File: config.mk
export PLATFORM = sky130hd
export DESIGN_NAME = boost_pulse_timer
export DESIGN_NICKNAME = d
export VERILOG_FILES = /design/src/rtl/bpt_pkg.sv /design/src/rtl/bpt_datapath.sv /design/src/rtl/bpt_ctrl.sv /design/src/rtl/boost_pulse_timer.sv
export SDC_FILE = /design/constraint.sdc
export NUM_CORES = 1
export LEC_CHECK = 0
export BUFFER_PORTS_ARGS = -buffer_cell sky130_fd_sc_hd__buf_2
export CORE_UTILIZATION = 64
export DETAILED_ROUTE_END_ITERATION = 10
export GPL_TIMING_DRIVEN = 0
export PLACE_DENSITY = 0.84
export SYNTH_ARGS = -nofsm -noshare
export SYNTH_HDL_FRONTEND = slang
export SYNTH_HIERARCHICAL = 1
export SYNTH_SLANG_ARGS = --single-unit
File: constraint.sdc
create_clock -name clk -period 7.15 [get_ports clk]
set_input_delay 1.0725 -clock clk [delete_from_list [all_inputs] [get_ports clk]]
set_output_delay 1.0725 -clock clk [all_outputs]
set_load 0.01 [all_outputs]
File: src/rtl/bpt_pkg.sv
package bpt_pkg;

  // Phases of one switching cycle
  typedef enum logic [2:0] {
    PH_IDLE   = 3'd0,
    PH_ON     = 3'd1,
    PH_DEAD_A = 3'd2,   // switch off, rectifier not yet on
    PH_OFF    = 3'd3,   // rectifier interval, minimum off-time
    PH_SKIP   = 3'd4,   // pulse-skipping hold
    PH_DEAD_B = 3'd5    // rectifier off, switch not yet on
  } phase_e;

  // Strobes from control to datapath
  typedef struct packed {
    logic clrCnt;
    logic loadOn;
    logic stretchPfm;
    logic stretchZc;
  } strobe_t;

  // Timer status from datapath to control
  typedef struct packed {
    logic onDone;
    logic deadDone;
    logic offDone;
  } timerFlags_t;

endpackage

File: src/rtl/bpt_datapath.sv
module bpt_datapath
  import bpt_pkg::*;
#(
  parameter int CNT_W  = 8,
  parameter int DEAD_W = 4,
  parameter int CLK_HZ = 125_000_000,
  parameter int SW_HZ  = 3_000_000
) (
  input  logic              clk,
  input  logic              rst_n,
  input  strobe_t           strobe,
  input  logic [CNT_W-1:0]  onCount,
  input  logic [CNT_W-1:0]  offCount,
  input  logic [DEAD_W-1:0] deadCount,
  output timerFlags_t       flags
);

  localparam int PERIOD   = CLK_HZ / SW_HZ;
  localparam int CNT_MAX  = (1 << CNT_W) - 1;
  localparam int ON_RAW   = (PERIOD * 2) / 5;
  localparam int ON_DEF_I = (ON_RAW < 1) ? 1 : ((ON_RAW > CNT_MAX) ? CNT_MAX : ON_RAW);
  localparam int OFF_RAW  = PERIOD - ON_DEF_I;
  localparam int OFF_DEF_I = (OFF_RAW < 1) ? 1 : ((OFF_RAW > CNT_MAX) ? CNT_MAX : OFF_RAW);
  localparam logic [CNT_W-1:0] ON_DEF  = CNT_W'(ON_DEF_I);
  localparam logic [CNT_W-1:0] OFF_DEF = CNT_W'(OFF_DEF_I);

  function automatic logic [CNT_W-1:0] satLen(input logic [CNT_W:0] v);
    return v[CNT_W] ? {CNT_W{1'b1}} : v[CNT_W-1:0];
  endfunction

  logic [CNT_W-1:0]  cnt;
  logic [CNT_W-1:0]  onLen;
  logic [CNT_W-1:0]  baseOn;
  logic [CNT_W-1:0]  offLen;
  logic [DEAD_W-1:0] deadLen;
  logic [CNT_W:0]    baseWide;
  logic [CNT_W:0]    cntInc;
  logic [CNT_W-1:0]  onLenNext;

  always_comb begin
    baseOn   = (onCount == '0) ? ON_DEF : onCount;
    offLen   = (offCount == '0) ? OFF_DEF : offCount;
    deadLen  = (deadCount == '0) ? DEAD_W'(1) : deadCount;
    baseWide = {1'b0, baseOn};
    if (strobe.stretchPfm)
      onLenNext = satLen(baseWide << 1);
    else if (strobe.stretchZc)
      onLenNext = satLen(baseWide + (baseWide >> 1));
    else
      onLenNext = baseOn;
  end

  always_ff @(posedge clk or negedge rst_n) begin
    if (!rst_n) begin
      cnt   <= '0;
      onLen <= ON_DEF;
    end else begin
      if (strobe.clrCnt)
        cnt <= '0;
      else if (cnt != {CNT_W{1'b1}})
        cnt <= cnt + 1'b1;
      if (strobe.loadOn)
        onLen <= onLenNext;
    end
  end

  always_comb begin
    cntInc         = {1'b0, cnt} + 1'b1;
    flags.onDone   = cntInc >= {1'b0, onLen};
    flags.offDone  = cntInc >= {1'b0, offLen};
    flags.deadDone = cntInc >= {{(CNT_W + 1 - DEAD_W){1'b0}}, deadLen};
  end

endmodule

File: src/rtl/bpt_ctrl.sv
module bpt_ctrl
  import bpt_pkg::*;
(
  input  logic        clk,
  input  logic        rst_n,
  input  logic        enable,
  input  logic        fbAbove,
  input  logic        peakLimit,
  input  logic        zeroCurrent,
  input  timerFlags_t flags,
  output strobe_t     strobe,
  output logic        swGate,
  output logic        rectGate,
  output logic        pfmActive
);

  phase_e phase, nextPh;
  logic   pfm, nextPfm;
  logic   zcSeen, nextZc;
  logic   load;

  always_comb begin
    nextPh  = phase;
    nextPfm = pfm;
    load    = 1'b0;
    case (phase)
      PH_IDLE: begin
        if (!fbAbove) begin
          nextPh = PH_ON;
          load   = 1'b1;
        end
      end
      PH_ON: begin
        if (peakLimit || flags.onDone) nextPh = PH_DEAD_A;
      end
      PH_DEAD_A: begin
        if (flags.deadDone) nextPh = PH_OFF;
      end
      PH_OFF: begin
        if (flags.offDone) begin
          if (fbAbove) begin
            nextPh  = PH_SKIP;
            nextPfm = 1'b1;
          end else begin
            nextPh  = PH_DEAD_B;
            nextPfm = 1'b0;
          end
        end
      end
      PH_SKIP: begin
        if (!fbAbove) nextPh = PH_DEAD_B;
      end
      PH_DEAD_B: begin
        if (flags.deadDone) begin
          if (fbAbove) begin
            nextPh  = PH_SKIP;
            nextPfm = 1'b1;
          end else begin
            nextPh = PH_ON;
            load   = 1'b1;
          end
        end
      end
      default: nextPh = PH_IDLE;
    endcase
    if (!enable) begin
      nextPh  = PH_IDLE;
      nextPfm = 1'b0;
      load    = 1'b0;
    end

    if (!enable || load)
      nextZc = 1'b0;
    else if (phase == PH_OFF && zeroCurrent)
      nextZc = 1'b1;
    else
      nextZc = zcSeen;

    strobe.clrCnt     = (nextPh != phase) || !enable;
    strobe.loadOn     = load;
    strobe.stretchPfm = pfm;
    strobe.stretchZc  = zcSeen;
  end

  always_ff @(posedge clk or negedge rst_n) begin
    if (!rst_n) begin
      phase  <= PH_IDLE;
      pfm    <= 1'b0;
      zcSeen <= 1'b0;
    end else begin
      phase  <= nextPh;
      pfm    <= nextPfm;
      zcSeen <= nextZc;
    end
  end

  assign swGate    = enable && (phase == PH_ON);
  assign rectGate  = enable && (phase == PH_OFF) && !zcSeen;
  assign pfmActive = enable && pfm;

endmodule

File: src/rtl/boost_pulse_timer.sv
module boost_pulse_timer
  import bpt_pkg::*;
#(
  parameter int CNT_W  = 8,
  parameter int DEAD_W = 4,
  parameter int CLK_HZ = 125_000_000,
  parameter int SW_HZ  = 3_000_000
) (
  input  logic              clk,
  input  logic              rst_n,
  input  logic              enable,
  input  logic              fbAbove,
  input  logic              peakLimit,
  input  logic              zeroCurrent,
  input  logic [CNT_W-1:0]  onCount,
  input  logic [CNT_W-1:0]  offCount,
  input  logic [DEAD_W-1:0] deadCount,
  output logic              swGate,
  output logic              rectGate,
  output logic              pfmActive
);

  strobe_t     strobe;
  timerFlags_t flags;

  bpt_ctrl u_ctrl (
    .clk        (clk),
    .rst_n      (rst_n),
    .enable     (enable),
    .fbAbove    (fbAbove),
    .peakLimit  (peakLimit),
    .zeroCurrent(zeroCurrent),
    .flags      (flags),
    .strobe     (strobe),
    .swGate     (swGate),
    .rectGate   (rectGate),
    .pfmActive  (pfmActive)
  );

  bpt_datapath #(
    .CNT_W (CNT_W),
    .DEAD_W(DEAD_W),
    .CLK_HZ(CLK_HZ),
    .SW_HZ (SW_HZ)
  ) u_dp (
    .clk      (clk),
    .rst_n    (rst_n),
    .strobe   (strobe),
    .onCount  (onCount),
    .offCount (offCount),
    .deadCount(deadCount),
    .flags    (flags)
  );

endmodule

==> results of run 1 <==
[state kept, by name, summed over array words and instances, names as in the netlist]
| signal | flops |
|---|---|
| u_dp/cnt | 8 |
| u_ctrl/phase | 3 |
| u_ctrl/zcSeen | 1 |
| u_ctrl/pfm | 1 |
| u_dp/onLen | 8 |
[worst paths after layout]
kind | slack (ns) | end
min in group asynchronous | 0.76 | u_ctrl/phase[0]
worst max-delay path | 2.93 | u_dp/cnt[2]
max in group asynchronous | 6.03 | u_dp/onLen[4]
worst min register to register | 0.55 | u_dp/onLen[0]
worst min-delay path | 0.55 | u_dp/onLen[0]
worst max register to register | 3.70 | u_dp/cnt[0]
[worst max-delay path, stage by stage]
cell	delay (ns)
buf_2	0.10
or4_1	0.52
nor2_1	0.18
or2_2	0.14
ha_1	0.21
nand2b_1	0.14
a21o_1	0.17
a21o_1	0.17
a211oi_1	0.23
o21bai_1	0.11
a31o_1	0.28
nand2_1	0.11
or3b_1	0.35
o211ai_1	0.11
o221ai_2	0.12
buf_1	0.22
a21oi_1	0.16
[kinds of logic after synthesis]
group | after synthesis
compound gates | 94
xor+xnor | 12
fa+ha+maj | 32
buf+inv | 49
flops | 21
mux | 3
simple gates | 84
[synth_stat cells (all sizes together), types with 3 or more instances]
cell / n
xor2: 5
nor2: 21
clkbuf: 6
nand2b: 7
o211ai: 6
inv: 32
a21o: 8
o21ai: 19
a21oi: 18
and3: 6
nor3: 4
dfrtp: 20
ha: 32
o31ai: 5
nand3: 14
buf: 10
nand2: 13
o221ai: 4
xnor2: 7
nor2b: 3
a31oi: 11
mux2i: 3
nor3b: 4
a31o: 3
[power groups by stage]
stage / logic (mW) / clock network, mW / registers [mW]
after floorplan: 0.197 / 0 / 0.165
after global placement: 0.243 / 0 / 0.171
after detailed placement: 0.253 / 0 / 0.172
after CTS: 0.256 / 0.0815 / 0.170
after global routing: 0.294 / 0.0849 / 0.174
final: 0.256 / 0.0777 / 0.170
[cell type report]
cell class                 instances  share of cell area
multi-input combinational        225              0.6295
sequential                        21              0.1957
timing repair buffer              28             0.05207
inverter                          33             0.04649
buffer                            16             0.03719
tap                               48             0.02232
clock buffer                       4             0.01674
[per-layer routing]
metal	routed length [µm]	up-vias	track usage
li1	-	1132	-
met1	2319	1034	0.3274
met2	2593	52	0.4973
met3	146	9	0.01250
met4	107	0	0.1250
met5	0	-	0
[metrics by stage]
step / setup WS, ns / power [mW] / hold WS, ns / utilization
floorplan: 3.093 / 0.3624 / 0.5168 / -
global placement: 2.714 / 0.4141 / 0.5341 / 0.7228
detailed placement: 2.657 / 0.4254 / 0.5386 / 0.7228
CTS: 2.926 / 0.5074 / 0.5490 / 0.7351
global route: 2.669 / 0.5531 / 0.5854 / 0.7351
finish: 2.928 / 0.5037 / 0.5478 / 0.7351
[cells in the final DEF (no fill, tap or decap), types with 5 or more instances in the layout]
cell | netlist | final
xor2_1 | 5 | 5
o21ai_0 | 17 | 17
clkbuf_1 | 6 | 7
nand2b_1 | 6 | 6
ha_1 | 32 | 32
buf_2 | 2 | 30
xnor2_1 | 7 | 7
inv_1 | 30 | 30
a21oi_1 | 16 | 16
dfrtp_1 | 20 | 20
a31oi_1 | 11 | 11
nor2_1 | 21 | 21
and3_1 | 6 | 6
a21o_1 | 7 | 7
o211ai_1 | 6 | 6
nand3_1 | 13 | 13
nand2_1 | 13 | 13
==> results.ini, run 1 <==
[sta]
setup_viol = 0
worstMarginPinSlew_ns = 0.4843
rsz0062_at_grt = false
period_minus_slack_ns = 4.222
period_share = 0.5905
skew_ns = 0.007079
fin_setup_tns_ns = 0
max-slew-margin-rel = 0.6747
finalHoldViolCount = 0
fmax_ghz = 0.2369
slew_viol_final = 0

[cts]
numCtsBuffers = 3
cts_tree = built
cts_root_buffer = clkbuf_8
cts_max_level = 1
cts_sinks = 21
clockBufferDepth = 2
post_cts_buffers = 0
cts.clk_slew.worst_paths_ns = 0.07
insertion_delay_ns = 0.26
ctsHoldBuffers = 0
cts-resized-gates = 0

[power_and_ir_drop]
p_sw_mw = 0.1989
switching_share = 0.3948
power.share.clock = 0.154
p_int_mw = 0.3049
max-vdd-ir-drop_mv = 0.09451
p_per_area_mw_per_mm2 = 187.2
p_leak_nw = 1.346
power_frac_comb = 0.508
seqPwrFrac = 0.338

[routing]
routed_wl_mm = 5.167
drc = 0
drtIter0Drc = 92
avgViaCountPerCell = 5.939
wl_per_cell_um = 13.78
ant_nets = 0
firstDrtPassIters = 4
vias = 2227

[finish]
final_area_mm2 = 0.002691
stdcell_count = 375
syn2layout_area_growth_pct = 10.03
diodes = 0
drive_above_1_share = 0.1835
fillers = 307
multi_input_area_mm2 = 0.001694
nets = 386
seq_area_um2 = 526.8

[worst_hold_path]
holdCritPathClass = register to register
hp-start = u_dp/onLen[0]
min_path_cells = 2

[logic_synthesis]
ys_warn_count = 6
yosys.area_share.simple = 0.1821
synth-seq-cells = 21
synthesis.nets = 353
netlist_instances = 295
syn_area_per_cell_um2 = 8.292
yosys-mux-area-fraction = 0.01228
synth_async_sr_flop_share = 1.000
synth_compound_area_frac = 0.2916
synth.top_cell.area_share = 0.2046
ys.flop_type = dfrtp_1
ys_top_cells_by_area = dfrtp_1 (20%), ha_1 (16%), inv_1 (4.6%), o21ai_0 (3.5%), a21oi_1 (3.3%)
synth_top_family_by_area = compound AO/OA/AOI/OAI gates
ys_types = 65
syn_area_mm2 = 0.002446
yosys.area.top_type = dfrtp_1
synth_xor_area_frac = 0.04297
yosys.area_share.adder = 0.1637
ys_seq_area_frac = 0.2153
synth-edff-count = 0

[grt]
antenna_found_initial = 0
grt-ovfl-total = 0
grt_pass1_wl_mm = 8.990
global_route.usage.total = 0.2730
grt_pass1_vias = 2092
grt_max_degree = 22

[worst_setup_path]
worstPathMaxFanout = 8
worstSetupEndpointType = register
critical_path_class = input pin to register
timing.rr.start = u_dp/cnt[0]
start_kind = input pin
required_ns = 7.33
rr_worst_depth = 14
cp-startpoint = offCount[5]
critical_path_arrival_ns = 4.40

[die]
std_cell_rows = 22
start_util = 0.6681
dieArea_mm2 = 0.004073
die_w_um = 63.82
io_pins = 29
coreArea_mm2 = 0.003661
die-height_um = 63.82

[placed_design]
portBuffers = 28
routabilityCongestion = 0.9206
placed_cell_area_mm2 = 0.002646
dp_hpwl_mm = 4.040
placed_cells = 371

[outcome]
status = completed

[flow_run]
cap_violations = 0

Power figures use the tool's default switching activity.
==> inputs of run 2 (changes only) <==
--- a/config.mk
+++ b/config.mk
@@ -5,11 +5,12 @@
 export SDC_FILE = /design/constraint.sdc
 export NUM_CORES = 1
 export LEC_CHECK = 0
+export ABC_AREA = 1
 export BUFFER_PORTS_ARGS = -buffer_cell sky130_fd_sc_hd__buf_2
-export CORE_UTILIZATION = 64
+export CORE_UTILIZATION = 59
 export DETAILED_ROUTE_END_ITERATION = 10
 export GPL_TIMING_DRIVEN = 0
-export PLACE_DENSITY = 0.84
+export PLACE_DENSITY = 0.79
 export SYNTH_ARGS = -nofsm -noshare
 export SYNTH_HDL_FRONTEND = slang
 export SYNTH_HIERARCHICAL = 1
==> constraint.sdc (replaced) <==
create_clock -name clk -period 3.9 [get_ports clk]
set_input_delay 0.585 -clock clk [delete_from_list [all_inputs] [get_ports clk]]
set_output_delay 0.585 -clock clk [all_outputs]
set_load 0.01 [all_outputs]
==> run 2 against run 1 <==
  * Synthesized area shrank 1.1%
  * Flip-flop and latch count unchanged
  * Combinational power shrank 2%
  * Largest cell class unchanged
==> results.ini, run 2 <==
[die]
die_w_um = 66.03
std_cell_rows = 22
io_pins = 29
die-height_um = 66.03
coreArea_mm2 = 0.003799
dieArea_mm2 = 0.004359
start_util = 0.6367

[sta]
period_minus_slack_ns = 3.432
finalHoldViolCount = 0
fmax_ghz = 0.2914
setup_viol = 0
fin_hold_ws_ns = 0.2812
rsz0062_at_grt = false
worstMarginPinSlew_ns = 0.4943
slew_viol_final = 0
max-slew-margin-rel = 0.6704
period_share = 0.8800
skew_ns = 0.01571
fin_setup_tns_ns = 0

[logic_synthesis]
netlist_instances = 367
synthesis.nets = 425
ys_types = 36
yosys.area.top_type = dfrtp_1
synth_async_sr_flop_share = 1.000
ys.flop_type = dfrtp_1
synth_common_cells = nand2_1 (80), inv_1 (70), ha_1 (32), nor2_1 (32), nand3_1 (27)
ys_warn_count = 6
synth.top_cell.area_share = 0.2069
ys_top_cells_by_area = dfrtp_1 (21%), ha_1 (17%), nand2_1 (12%), inv_1 (11%), nand3_1 (5.6%)
syn_area_per_cell_um2 = 6.590
synth-edff-count = 0
syn_area_mm2 = 0.002419
synth-seq-cells = 21
post-synth-top-count-cell = nand2_1
ys_seq_area_frac = 0.2178

[routing]
routed_wl_mm = 5.205
wl_per_cell_um = 11.67
ant_nets = 0
avgViaCountPerCell = 5.283
vias = 2356
drc = 0
firstDrtPassIters = 4
drtIter0Drc = 125

[grt]
grt-ovfl-total = 0
antenna_found_initial = 0
global_route.usage.total = 0.2534
grt_pass1_wl_mm = 8.756
grt_pass1_vias = 2186
grt_max_degree = 22

[worst_setup_path]
worstSetupEndpointType = register
critical_path_arrival_ns = 3.61
cp_cell_sequence = ha_1 -> xor2_2 -> ha_1 -> a21oi_1 -> o211ai_1 -> nand3_1 -> nand2_1 -> nand3_1 -> nand2_1 -> a21oi_1 -> o21ai_0 -> nand2_1 -> nand2_1 -> nand2_2 -> nand2_2 -> nand2_1 -> nand2_1 -> nor2_1 -> nand2_1 -> inv_1 -> nand2_1 -> o21ai_0
required_ns = 4.07
critPathMaxStageDelay_ns = 0.48
critical_path.slowest_cell = dfrtp_1
worstPathMaxFanout = 7
path_common_cell = nand2_1
start_kind = register
critical_path_class = register to register

[cts]
cts.clk_slew.worst_paths_ns = 0.09
ctsHoldBuffers = 0
numCtsBuffers = 3
cts_tree = built
insertion_delay_ns = 0.26
cts_root_buffer = clkbuf_8
cts_sinks = 21
clockBufferDepth = 2
cts_max_level = 1

[placed_design]
placed_cells = 442
portBuffers = 27
dp_hpwl_mm = 4.250
placed_cell_area_mm2 = 0.002614
routabilityCongestion = 0.8884

[finish]
final_common_cell = nand2_1
drive_above_1_share = 0.1608
final_cell_mix = nand2_1 (80), inv_1 (70), nor2_1 (32), ha_1 (32)
final_area_mm2 = 0.002668
utilization = 0.7022
fillers = 353
stdcell_count = 446
nets = 457
syn2layout_area_growth_pct = 10.29
diodes = 0
largest_registers = u_dp/cnt: 8 flops, u_dp/onLen: 8 flops, u_ctrl/phase: 3 flops

[power_and_ir_drop]
p_per_area_mw_per_mm2 = 243.5
max-vdd-ir-drop_mv = 0.1182
p_leak_nw = 1.580

[worst_hold_path]
holdCritPathClass = input pin to async pin

[outcome]
status = completed

[flow_run]
cap_violations = 0

[run 2: stage by stage]
stage | total power, mW | worst slack, ns
after floorplan | 0.4414 | 1.112
after global placement | 0.4994 | 0.4147
after detailed placement | 0.5119 | 0.3431
after CTS | 0.6533 | 0.3256
after global routing | 0.7032 | 0.03711
final | 0.6496 | 0.4679
[run 2: cells by family (layout without fill, tap and decap cells)]
family	count (synthesis)	in the layout	synth area share
buf+inv	82	113	0.1449
simple gates	166	166	0.3083
fa+ha+maj	32	32	0.1655
xor+xnor	5	5	0.01811
flops	21	21	0.2178
compound gates	61	61	0.1454
[run 2: timing repair]
item,4_1_cts,5_1_grt
gates resized for setup,0,1
buffers inserted,0,0
setup endpoints to repair,0,2
[run 2: worst paths after layout]
path	cells after the start	startpoint	to	slack, ns
worst min register to register	2	u_dp/onLen[7]	u_dp/onLen[7]	0.48
max in group asynchronous	1	rst_n	u_dp/onLen[4]	3.25
worst max register to register	22	u_dp/cnt[0]	u_dp/cnt[4]	0.47
min in group clk	2	u_dp/onLen[7]	u_dp/onLen[7]	0.48
worst min-delay path	1	rst_n	u_ctrl/phase[2]	0.28
worst max-delay path	22	u_dp/cnt[0]	u_dp/cnt[4]	0.47
[run 2: final cells by class]
cell class	instances	area, µm²	share of cell area
plain buffers	9	73.82	0.02767
clock buffers	3	41.29	0.01548
clock inverters	1	5.005	0.001876
inverters	73	276.5	0.1037
multi-input cells	264	1549	0.5807
flip-flops and latches	21	526.8	0.1975
well taps	48	60.06	0.02251
repair buffers	27	135.1	0.05066
[run 2: where the power goes]
| part | internal [mW] | switching [mW] | leakage, nW |
|---|---|---|---|
| clock network | 0.0710 | 0.0696 | 0.0255 |
| logic | 0.100 | 0.150 | 1.28 |
| registers | 0.243 | 0.0154 | 0.271 |
[run 2: routing by layer]
metal	track usage	wire length [µm]	up-vias
met3	0.02069	173	6
met4	0.06649	65	0
met5	0	0	-
li1	-	-	1241
met1	0.3123	2535	1058
met2	0.4681	2431	51
[run 2: critical path: cells and delay by family (launching register included)]
kind | cells | cell delay, ns
AO/OA/AOI/OAI | 5 | 0.71
XOR/XNOR | 1 | 0.30
adder cells (fa/ha/maj) | 2 | 0.60
buffers and inverters | 1 | 0.16
flip-flops | 1 | 0.48
AND/OR/NAND/NOR | 13 | 1.06
